==> src/rtl/edge_alert_ctrl.sv <==
module edge_alert_ctrl #(
  parameter int PINS = 8,
  parameter int AW   = 7
) (
  input  logic            clk,
  input  logic            rst_n,
  input  logic [PINS-1:0] pin_in,
  input  logic            bank_normal,
  input  logic [PINS-1:0] rise_blk_nrm,
  input  logic [PINS-1:0] fall_blk_nrm,
  input  logic [PINS-1:0] rise_blk_sus,
  input  logic [PINS-1:0] fall_blk_sus,
  input  logic            therm_fault,
  input  logic            soft_clr,
  input  logic [AW-1:0]   dev_addr,
  input  logic            ara_begin,
  input  logic            sda_strobe,
  input  logic            sda_in,
  output logic            alert_pull,
  output logic            sda_pull
);

  localparam int IW = (AW > 1) ? $clog2(AW) : 1;
  localparam logic [IW-1:0] TOP_BIT = IW'(AW - 1);

  logic [PINS-1:0] s1, s2, prev, pend;
  logic            therm_pend, arb_on;
  logic [IW-1:0]   bit_idx;

  logic [PINS-1:0] rise_blk, fall_blk, events;
  logic            cur_bit, bit_ok, win, clr;

  assign rise_blk = bank_normal ? rise_blk_nrm : rise_blk_sus;
  assign fall_blk = bank_normal ? fall_blk_nrm : fall_blk_sus;
  assign events   = (s2 & ~prev & ~rise_blk) | (~s2 & prev & ~fall_blk);

  assign cur_bit = dev_addr[bit_idx];
  assign bit_ok  = (sda_in == cur_bit);
  assign win     = arb_on & sda_strobe & bit_ok & (bit_idx == '0);
  assign clr     = soft_clr | win;

  assign alert_pull = (|pend) | therm_pend;
  assign sda_pull   = arb_on & ~cur_bit;

  always_ff @(posedge clk or negedge rst_n) begin
    if (!rst_n) begin
      s1         <= '0;
      s2         <= '0;
      prev       <= '0;
      pend       <= '0;
      therm_pend <= 1'b0;
    end else begin
      s1         <= pin_in;
      s2         <= s1;
      prev       <= s2;
      pend       <= (clr ? '0 : pend) | events;
      therm_pend <= clr ? 1'b0 : (therm_pend | therm_fault);
    end
  end

  always_ff @(posedge clk or negedge rst_n) begin
    if (!rst_n) begin
      arb_on  <= 1'b0;
      bit_idx <= TOP_BIT;
    end else if (soft_clr) begin
      arb_on  <= 1'b0;
    end else if (ara_begin && !arb_on && alert_pull) begin
      arb_on  <= 1'b1;
      bit_idx <= TOP_BIT;
    end else if (arb_on && sda_strobe) begin
      if (!bit_ok || bit_idx == '0) arb_on <= 1'b0;
      else bit_idx <= bit_idx - 1'b1;
    end
  end


  pend_hold_chk: assert property (@(posedge clk) disable iff (!rst_n)
    !clr |=> ((pend & $past(pend)) == $past(pend)));


  clear_empties_chk: assert property (@(posedge clk) disable iff (!rst_n)
    (soft_clr && events == '0) |=> (pend == '0));


  therm_alert_chk: assert property (@(posedge clk) disable iff (!rst_n)
    (therm_fault && !clr) |=> alert_pull);


  drive_needs_alert_chk: assert property (@(posedge clk) disable iff (!rst_n)
    sda_pull |-> alert_pull);


  lost_keeps_alert_chk: assert property (@(posedge clk) disable iff (!rst_n)
    (arb_on && sda_strobe && !bit_ok && !soft_clr) |=> (alert_pull && !arb_on));

endmodule

==> config.mk <==
export PLATFORM = sky130hd
export DESIGN_NAME = edge_alert_ctrl
export DESIGN_NICKNAME = d
export VERILOG_FILES = /design/src/rtl/edge_alert_ctrl.sv
export SDC_FILE = /design/constraint.sdc
export NUM_CORES = 1
export LEC_CHECK = 0
export CAP_MARGIN = 20
export CORE_MARGIN = 4
export CORE_UTILIZATION = 60
export DETAILED_ROUTE_END_ITERATION = 8
export DONT_BUFFER_PORTS = 1
export GPL_ROUTABILITY_DRIVEN = 0
export PLACE_DENSITY = 0.82
export SLEW_MARGIN = 20
export SYNTH_ARGS = -nofsm -noshare
export SYNTH_HDL_FRONTEND = slang
export SYNTH_SLANG_ARGS = --single-unit
==> constraint.sdc <==
create_clock -name clk -period 2.2 [get_ports clk]
set_input_delay 0.33 -clock clk [delete_from_list [all_inputs] [get_ports clk]]
set_output_delay 0.33 -clock clk [all_outputs]
set_load 0.005 [all_outputs]
==> results of run 1 <==
logic make-up after synthesis:
logic type,after synthesis,synth area share [%]
multiplexers,25,17.5
AO/OA/AOI/OAI,27,9.09
buffers and inverters,6,1.33
flip-flops,37,54.8
adder cells (fa/ha/maj),2,1.48
XOR/XNOR,1,0.961
AND/OR/NAND/NOR,44,14.8
synth_stat cells, drive strengths merged:
library cell,number,area share [%]
clkbuf,1,0.22
a311o,1,0.59
nand3,2,0.59
mux2i,3,1.8
nand2b,17,6.3
nand4,1,0.37
nor4,1,0.37
ha,2,1.5
xnor2,1,0.96
dfrtp,35,52
mux2,21,14
dfstp,2,3.1
or3b,1,0.52
a211oi,1,0.44
a31oi,1,0.37
inv,4,0.89
and3b,1,0.52
nand4b,2,1.0
nor3,1,0.30
a21oi,16,4.7
nor2b,4,1.5
mux4,1,1.3
nor2,13,2.9
buf,1,0.22
nand3b,1,0.44
o22ai,8,3.0
power groups by stage:
| stage | Combinational, mW | Sequential [mW] | Clock [mW] |
|---|---|---|---|
| floorplan | 0.250 | 0.802 | 0 |
| detailed placement | 0.290 | 0.815 | 0 |
| global placement | 0.274 | 0.810 | 0 |
| global route | 0.387 | 0.815 | 0.511 |
| finish | 0.349 | 0.802 | 0.466 |
| CTS | 0.320 | 0.801 | 0.484 |
metal layers:
| layer | share of wire, % | wire length, microns | up-vias | track usage [%] |
|---|---|---|---|---|
| li1 | - | - | 543 | - |
| met1 | 41 | 1260 | 537 | 21.2 |
| met2 | 50 | 1510 | 39 | 32.9 |
| met3 | 7.2 | 218 | 6 | 6.50 |
| met4 | 1.7 | 51 | 0 | 7.43 |
| met5 | 0 | 0 | - | 0 |
repair_timing:
action | in CTS | in global routing
resized for setup | 0 | 2
setup endpoints to repair | 0 | 1
setup buffers | 0 | 2
hold buffers | 10 | 0
hold endpoints to repair | 45 | 0
metrics by stage:
step                instances  utilization (%)  instance area (sq um)  hold slack, ps
floorplan                 142                -                   1690            34.4
global placement          170             66.5                   1720            35.2
detailed placement        170             66.5                   1720            35.2
CTS                       188             73.9                   1910            23.8
global route              190             74.6                   1930            4.09
finish                    190             74.6                   1930            36.3
final timing paths:
check | start | end | depth (start not counted)
min in group asynchronous | rst_n | therm_pend | 2
min | soft_clr | therm_pend | 1
max reg2reg | bit_idx[0] | bit_idx[0] | 5
max | bit_idx[0] | bit_idx[0] | 5
max in group asynchronous | rst_n | bit_idx[1] | 2
min reg2reg | s1[3] | s2[3] | 0
area by class of cell:
cell class | instances | area, sq um
flip-flops and latches | 37 | 930
multi-input cells | 99 | 744
fillers | 163 | 658
repair buffers | 12 | 125
clock buffers | 6 | 41.3
clock inverters | 2 | 38.8
well taps | 30 | 37.5
inverters | 4 | 15.0
state kept, by name, indices dropped and copies added, names as in the netlist:
name        flops
pend            8
s2              8
s1              8
bit_idx         3
therm_pend      1
arb_on          1
prev            8
critical path, cell delays in order, from the launching register on:
cell     delay (ps)
dfrtp_2         450
mux2_1          320
mux4_2          500
buf_4           160
mux2_4          310
mux2_4          300
==> results.yml, run 1 <==
power_and_ir_drop:
  p_clk_share_pct: 28.8
  seq_power_share_pct: 49.6
  combPwrFrac_pct: 21.6
  peakVddDrop_uv: 668
  total_power_mw: 1.62
  sw_frac_of_total_pct: 26.7
  cellPowerDensity_mw_per_mm2: 837
  p_leak_nw: 0.832
  p_sw_uw: 432
  p_int_mw: 1.19
timing:
  finalCritPeriodShare_pct: 97.1
  slew_viol_final: 0
  setup_viol: 0
  slew-limit-headroom_pct: 68.3
  hold_viol_final: 0
  max_freq_mhz: 468
  tightest_slew_ps: 473
  grt_setup_unrepaired: "no"
  finalCriticalPeriod_ps: 2140
  layout_setup_ws_ps: 64.5
  setup_tns_ps: 0
  skew_ps: 11.9
grt:
  grt_pass1_vias: 1203
  grt_usage_pct: 18.9
  grt-ovfl-total: 0
  grt_pass1_wl_microns: 5070
  grt_max_degree: 38
  antenna_found_initial: 0
finish:
  antenna_cells: 0
  layout-drive-gt1-share_pct: 21.9
  final_cell_mix: "dfrtp_1, nand2b_1, mux2_2, a21oi_1, nor2_1"
  final_nets: 216
  area_delta_synth_final_pct: 14.1
  mostFrequentLayoutCell: "dfrtp_1"
worst_setup_path:
  critPathKind: "register to register"
  arrival_ps: 2360
  crit_path_end_kind: "register"
  crit_fanout: 5
  reg2reg_slack_ps: 60
  crit_path_start_kind: "register"
  crit_required_ps: 2430
floorplan:
  die_w_microns: 61.1
  io_pins: 57
  fp.coreArea_sq_mm: 0.00259
  dieArea_sq_mm: 0.00374
  rows: 18
  start_util_pct: 65.4
  fp.dieH_microns: 61.1
detailed_routing:
  ant_nets: 0
  vias: 1125
  routed_wl_microns: 3040
  viasPerCell: 5.92
  route.detailed.drc: 0
  wl_per_cell_microns: 16.0
  dr.pass1.iters: 4
  drtIter0Drc: 112
cts:
  cts_tree: "built"
  cts-htree-levels: 2
  clkSinkCount: 37
  cts_buffer_depth: 2
  ctsRootBufferMaster: "clkbuf_4"
  cts-buffers-inserted: 5
  clk_latency_ps: 350
  cts.reportedPaths.clkPinSlew_ps: 120
outcome:
  status: "complete, no violations"
flow_run:
  cap_violations: 0
logic_synthesis:
  syn_area_sq_mm: 0.00169
  syn_nets: 199
  postSynthCellCount: 142
  ys_seq_area_share_pct: 54.8
  ys_types: 28
  syn_avg_cell_area_sq_um: 11.9
  synth_seq_cells: 37
  yosysWarnings: 0
placement:
  port_buffers: 0
  dp_hpwl_microns: 2240
  pre_cts_ws_ps: 136
hold_path:
  hold_path.class: "input port to register"
Note: power is estimated with default switching activity, not from simulation.
==> inputs of run 2 (changes only) <==
Settings changed: CORE_ASPECT_RATIO set to 0.7.
==> run 2 against run 1 <==
Register-to-register slack better by 50 ps. Highest routed layer unchanged. Critical path type is now register to output port. Core utilization fell by 1.7 points. Clock power is 26% higher. Sequential share of layout area grew 1.4 points. Hold slack better by 37 ps.
==> results.yml, run 2 (synthesized netlist as in run 1, its figures left out) <==
outcome:
  status: "complete, no violations"
cts:
  cts_buffer_depth: 2
  clk_latency_ps: 280
  cts_tree: "built"
  cts-htree-levels: 2
  clkSinkCount: 37
  cts-buffers-inserted: 5
  cts_resized: 0
  ctsRootBufferMaster: "clkbuf_8"
  cts.reportedPaths.clkPinSlew_ps: 70
  cts_hold_buf: 2
  cts_setup_buffers: 0
timing:
  max_freq_mhz: 470
  slew_viol_final: 0
  slew-limit-headroom_pct: 67.2
  tightest_slew_ps: 490
  finalCriticalPeriod_ps: 2130
  grt_setup_unrepaired: "no"
  setup_viol: 0
  finalCritPeriodShare_pct: 96.6
  setup_tns_ps: 0
  hold_viol_final: 0
  layout_setup_ws_ps: 74.1
  skew_ps: 3.05
worst_setup_path:
  cp_num_buf_inv: 0
  cp-startpoint: "bit_idx[0]"
  crit_path_cell_trace: "mux2_1, mux4_2, nor2b_1"
  crit_path_start_kind: "register"
  arrival_ps: 1800
  reg2reg_slack_ps: 110
  reg2reg_to: "bit_idx[0]"
  crit_required_ps: 1870
  crit_slowest_cell: "mux4_2"
  cp.depth: 3
  crit_path_end_kind: "output port"
  critPathTopFamily: "multiplexers"
  endpoint: "sda_pull"
  r2r.worst_path.cells: 4
  critPathKind: "register to output port"
  r2r_start: "bit_idx[0]"
  slowest_delay_ps: 540
  crit_fanout: 5
grt:
  use_met1_pct: 22.3
  grt_usage_pct: 18.5
  gr-usage-met3_pct: 6.13
  top_usage_layer: "met2"
  grt_pass1_vias: 1162
  grt_max_degree: 38
  use_met2_pct: 30.9
  grt-ovfl-total: 0
  antenna_found_initial: 0
  grt_pass1_wl_microns: 5200
finish:
  area_delta_synth_final_pct: 10.7
  fillerInstances: 175
  stdcell_count: 184
  layout-drive-gt1-share_pct: 20.7
  antenna_cells: 0
  mostFrequentLayoutCell: "dfrtp_1"
  final_cell_mix: "dfrtp_1, nand2b_1, mux2_2, a21oi_1, nor2_1"
  finalInstanceArea_sq_mm: 0.00187
  final_nets: 206
floorplan:
  start_util_pct: 65.8
  dieArea_sq_mm: 0.00375
  die_w_microns: 71.5
  fp.dieH_microns: 52.4
  fp.coreArea_sq_mm: 0.00257
  rows: 15
  io_pins: 57
detailed_routing:
  dr.pass1.iters: 4
  routed_wl_microns: 3150
  drtIter0Drc: 44
  vias: 1112
  wl_per_cell_microns: 17.1
  viasPerCell: 6.04
  route.detailed.drc: 0
  ant_nets: 0
power_and_ir_drop:
  p_clk_share_pct: 34.5
  cellPowerDensity_mw_per_mm2: 911
  seq_power_share_pct: 47.2
  p_leak_nw: 0.806
  p_int_mw: 1.28
  peakVddDrop_uv: 580
  combPwrFrac_pct: 18.3
  sw_frac_of_total_pct: 25.0
  p_sw_uw: 427
placement:
  port_buffers: 0
  placed_area_sq_mm: 0.00173
  dp.cells: 174
  dp_hpwl_microns: 2440
  pre_cts_ws_ps: 125
hold_path:
  hold_path.class: "input port to register"
flow_run:
  cap_violations: 0
-- run 2: cell count changes in the layout (fill, tap and decap cells not counted) --
cell,before,now
nor2b_1,3,4
nor2b_2,1,0
clkbuf_8,0,6
buf_4,2,0
dlygate4sd3_1,9,1
dfrtp_1,34,35
dfrtp_2,1,0
clkinv_4,1,0
clkbuf_4,5,0
-- run 2: power groups by stage --
stage | combinational, mW | sequential, mW | clock, mW
after CTS | 0.314 | 0.806 | 0.599
after detailed placement | 0.295 | 0.819 | 0
after global routing | 0.344 | 0.816 | 0.632
final | 0.312 | 0.806 | 0.589
after floorplan | 0.250 | 0.802 | 0
after global placement | 0.277 | 0.811 | 0
-- run 2: area by class of cell --
cell class / count / area [sq um] / area share, %
flip-flops and latches: 37 / 928 / 49.5
multi-input cells: 99 / 742 / 39.6
clock buffers: 7 / 86.3 / 4.61
well taps: 34 / 42.5 / 2.27
clock inverters: 1 / 30.0 / 1.60
repair buffers: 2 / 30.0 / 1.60
inverters: 4 / 15.0 / 0.801
-- run 2: metrics by stage --
step / total power [mW] / util, % / hold WS (ps)
2_1_floorplan: 1.05 / - / 34.4
3_3_place_gp: 1.09 / 67.2 / 35.2
3_5_place_dp: 1.11 / 67.2 / 35.1
4_1_cts: 1.72 / 72.9 / 67.1
5_1_grt: 1.79 / 72.9 / 57.4
6_report: 1.71 / 72.9 / 73.6
-- run 2: worst min path at each step --
stage | startpoint | end | slack, ps | cells past startpoint
floorplan | rst_n | arb_on | 30 | 0
global placement | rst_n | s1[0] | 40 | 0
detailed placement | rst_n | s1[0] | 40 | 0
finish | pin_in[1] | s1[1] | 70 | 0
global route | pin_in[4] | s1[4] | 60 | 0
CTS | pin_in[0] | s1[0] | 70 | 0
-- run 2: layer usage --
| metal | share of wire, % | wire length (microns) |
|---|---|---|
| met4 | 1.2 | 39 |
| met5 | 0 | 0 |
| met2 | 48 | 1500 |
| met1 | 41 | 1290 |
| met3 | 10 | 321 |
-- run 2: worst reg2reg max path: stages (launching register included) --
cell and delay [ps]:
dfrtp_1 440, mux2_1 350, mux4_2 540, mux2_4 350
mux2_4 290
==> inputs of run 3 (changes only) <==
Settings changed: CORE_ASPECT_RATIO 0.7 to 0.9.
==> run 3 against run 2 <==
Maximum frequency down 2.2%. Clock power down 40%. Sequential share of layout area down 1.4 points. Count of clock-buffer cells in the layout down 1. Critical endpoint unchanged. First-iteration DRC count up 20%. Hold slack worse by 37 ps. Non-clock buffer count up 10. Power down 9.4%. Critical path depth unchanged.
==> results.yml, run 3 (synthesized netlist as in run 1, its figures left out) <==
power_and_ir_drop:
  peakVddDrop_uv: 616
  cellPowerDensity_mw_per_mm2: 800
  p_leak_nw: 0.824
finish:
  final_cell_mix: "dfrtp_1, nand2b_1, mux2_2, a21oi_1, nor2_1"
  final_nets: 216
  layout-drive-gt1-share_pct: 23.1
  fillerInstances: 170
  antenna_cells: 0
  area_delta_synth_final_pct: 14.0
  finalInstanceArea_sq_mm: 0.00193
  mostFrequentLayoutCell: "dfrtp_1"
cts:
  clk_latency_ps: 350
  clkSinkCount: 37
  cts.reportedPaths.clkPinSlew_ps: 110
  cts-htree-levels: 2
  cts-buffers-inserted: 5
  cts_buffer_depth: 2
  cts_tree: "built"
  ctsRootBufferMaster: "clkbuf_4"
timing:
  grt_setup_unrepaired: "yes"
  finalCritPeriodShare_pct: 98.8
  holdWs_ps: 36.9
  hold_viol_final: 0
  slew_viol_final: 0
  setup_viol: 0
  skew_ps: 3.86
  slew-limit-headroom_pct: 65.7
  tightest_slew_ps: 512
  max_freq_mhz: 460
  finalCriticalPeriod_ps: 2170
detailed_routing:
  viasPerCell: 5.80
  vias: 1149
  drtIter0Drc: 53
  route.detailed.drc: 0
  wl_per_cell_microns: 17.2
  ant_nets: 0
  routed_wl_microns: 3400
  dr.pass1.iters: 4
grt:
  grt_pass1_vias: 1237
  grt-ovfl-total: 0
  grt_usage_pct: 19.9
  antenna_found_initial: 0
  grt_max_degree: 38
  grt_pass1_wl_microns: 5540
floorplan:
  dieArea_sq_mm: 0.00374
  fp.dieH_microns: 58.4
  fp.coreArea_sq_mm: 0.00257
  rows: 17
  io_pins: 57
  start_util_pct: 65.8
  die_w_microns: 64.0
hold_path:
  hold_path.class: "input port to register"
worst_setup_path:
  crit_fanout: 5
  crit_required_ps: 1870
  crit_path_end_kind: "output port"
  critPathKind: "register to output port"
  crit_path_start_kind: "register"
  arrival_ps: 1840
flow_run:
  cap_violations: 0
placement:
  dp_hpwl_microns: 2420
  port_buffers: 0
  placed_area_sq_mm: 0.00173
outcome:
  status: "complete, no violations"
==> run 3: repair_timing <==
action / CTS / global route
gates resized for setup: 1 / 4
setup buffers: 1 / 1
hold buffers: 10 / 0
setup endpoints to repair: 1 / 2
hold endpoints to repair: 45 / 0
==> run 3: final cells by class <==
| type | count | area [sq um] | area share [%] |
|---|---|---|---|
| clock buffer | 6 | 41.3 | 2.14 |
| clock inverter | 2 | 15.0 | 0.778 |
| inverter | 4 | 15.0 | 0.778 |
| multi-input combinational | 99 | 757 | 39.2 |
| sequential | 37 | 930 | 48.2 |
| tap | 38 | 47.5 | 2.46 |
| timing repair buffer | 12 | 125 | 6.48 |
==> run 3: metal layers <==
layer  vias to the layer above  global-route usage (%)  share of wire (%)
met3                        14                    5.73                6.5
met5                         -                       0                  0
met4                         0                    12.0                3.6
met1                       537                    22.7                 39
li1                        548                       -                  -
met2                        50                    33.6                 51
==> run 3: per-stage QoR <==
stage	setup TNS (ps)	utilization, %	worst slack [ps]	cells	power, mW
final	0	75.0	26.3	198	1.55
after global placement	0	67.3	176	178	1.08
after floorplan	0	-	208	142	1.05
after detailed placement	0	67.3	119	178	1.12
after CTS	0	74.2	0.281	197	1.51
after global routing	-33.6	75.0	-33.6	198	1.63
==> run 3: power breakdown <==
group	internal, mW	switching (mW)	leakage [nW]
registers	0.754	0.0569	0.436
clock network	0.125	0.229	0.0245
logic	0.204	0.176	0.363
==> run 3: worst paths after layout <==
| kind | slack (ps) | to | start | depth (start not counted) |
|---|---|---|---|---|
| setup / recovery | 30 | sda_pull | bit_idx[0] | 3 |
| hold / removal | 40 | therm_pend | soft_clr | 1 |
| setup reg to reg | 90 | bit_idx[0] | bit_idx[0] | 4 |
| hold reg to reg | 360 | s2[6] | s1[6] | 0 |
| max in group asynchronous | 1540 | bit_idx[1] | rst_n | 2 |
| min in group asynchronous | 420 | s2[1] | rst_n | 2 |
==> run 3: critical path: stages, from the launching register on <==
cell and delay, ps:
dfrtp_2 470, mux2_4 310, mux4_2 560, nor2b_4 150
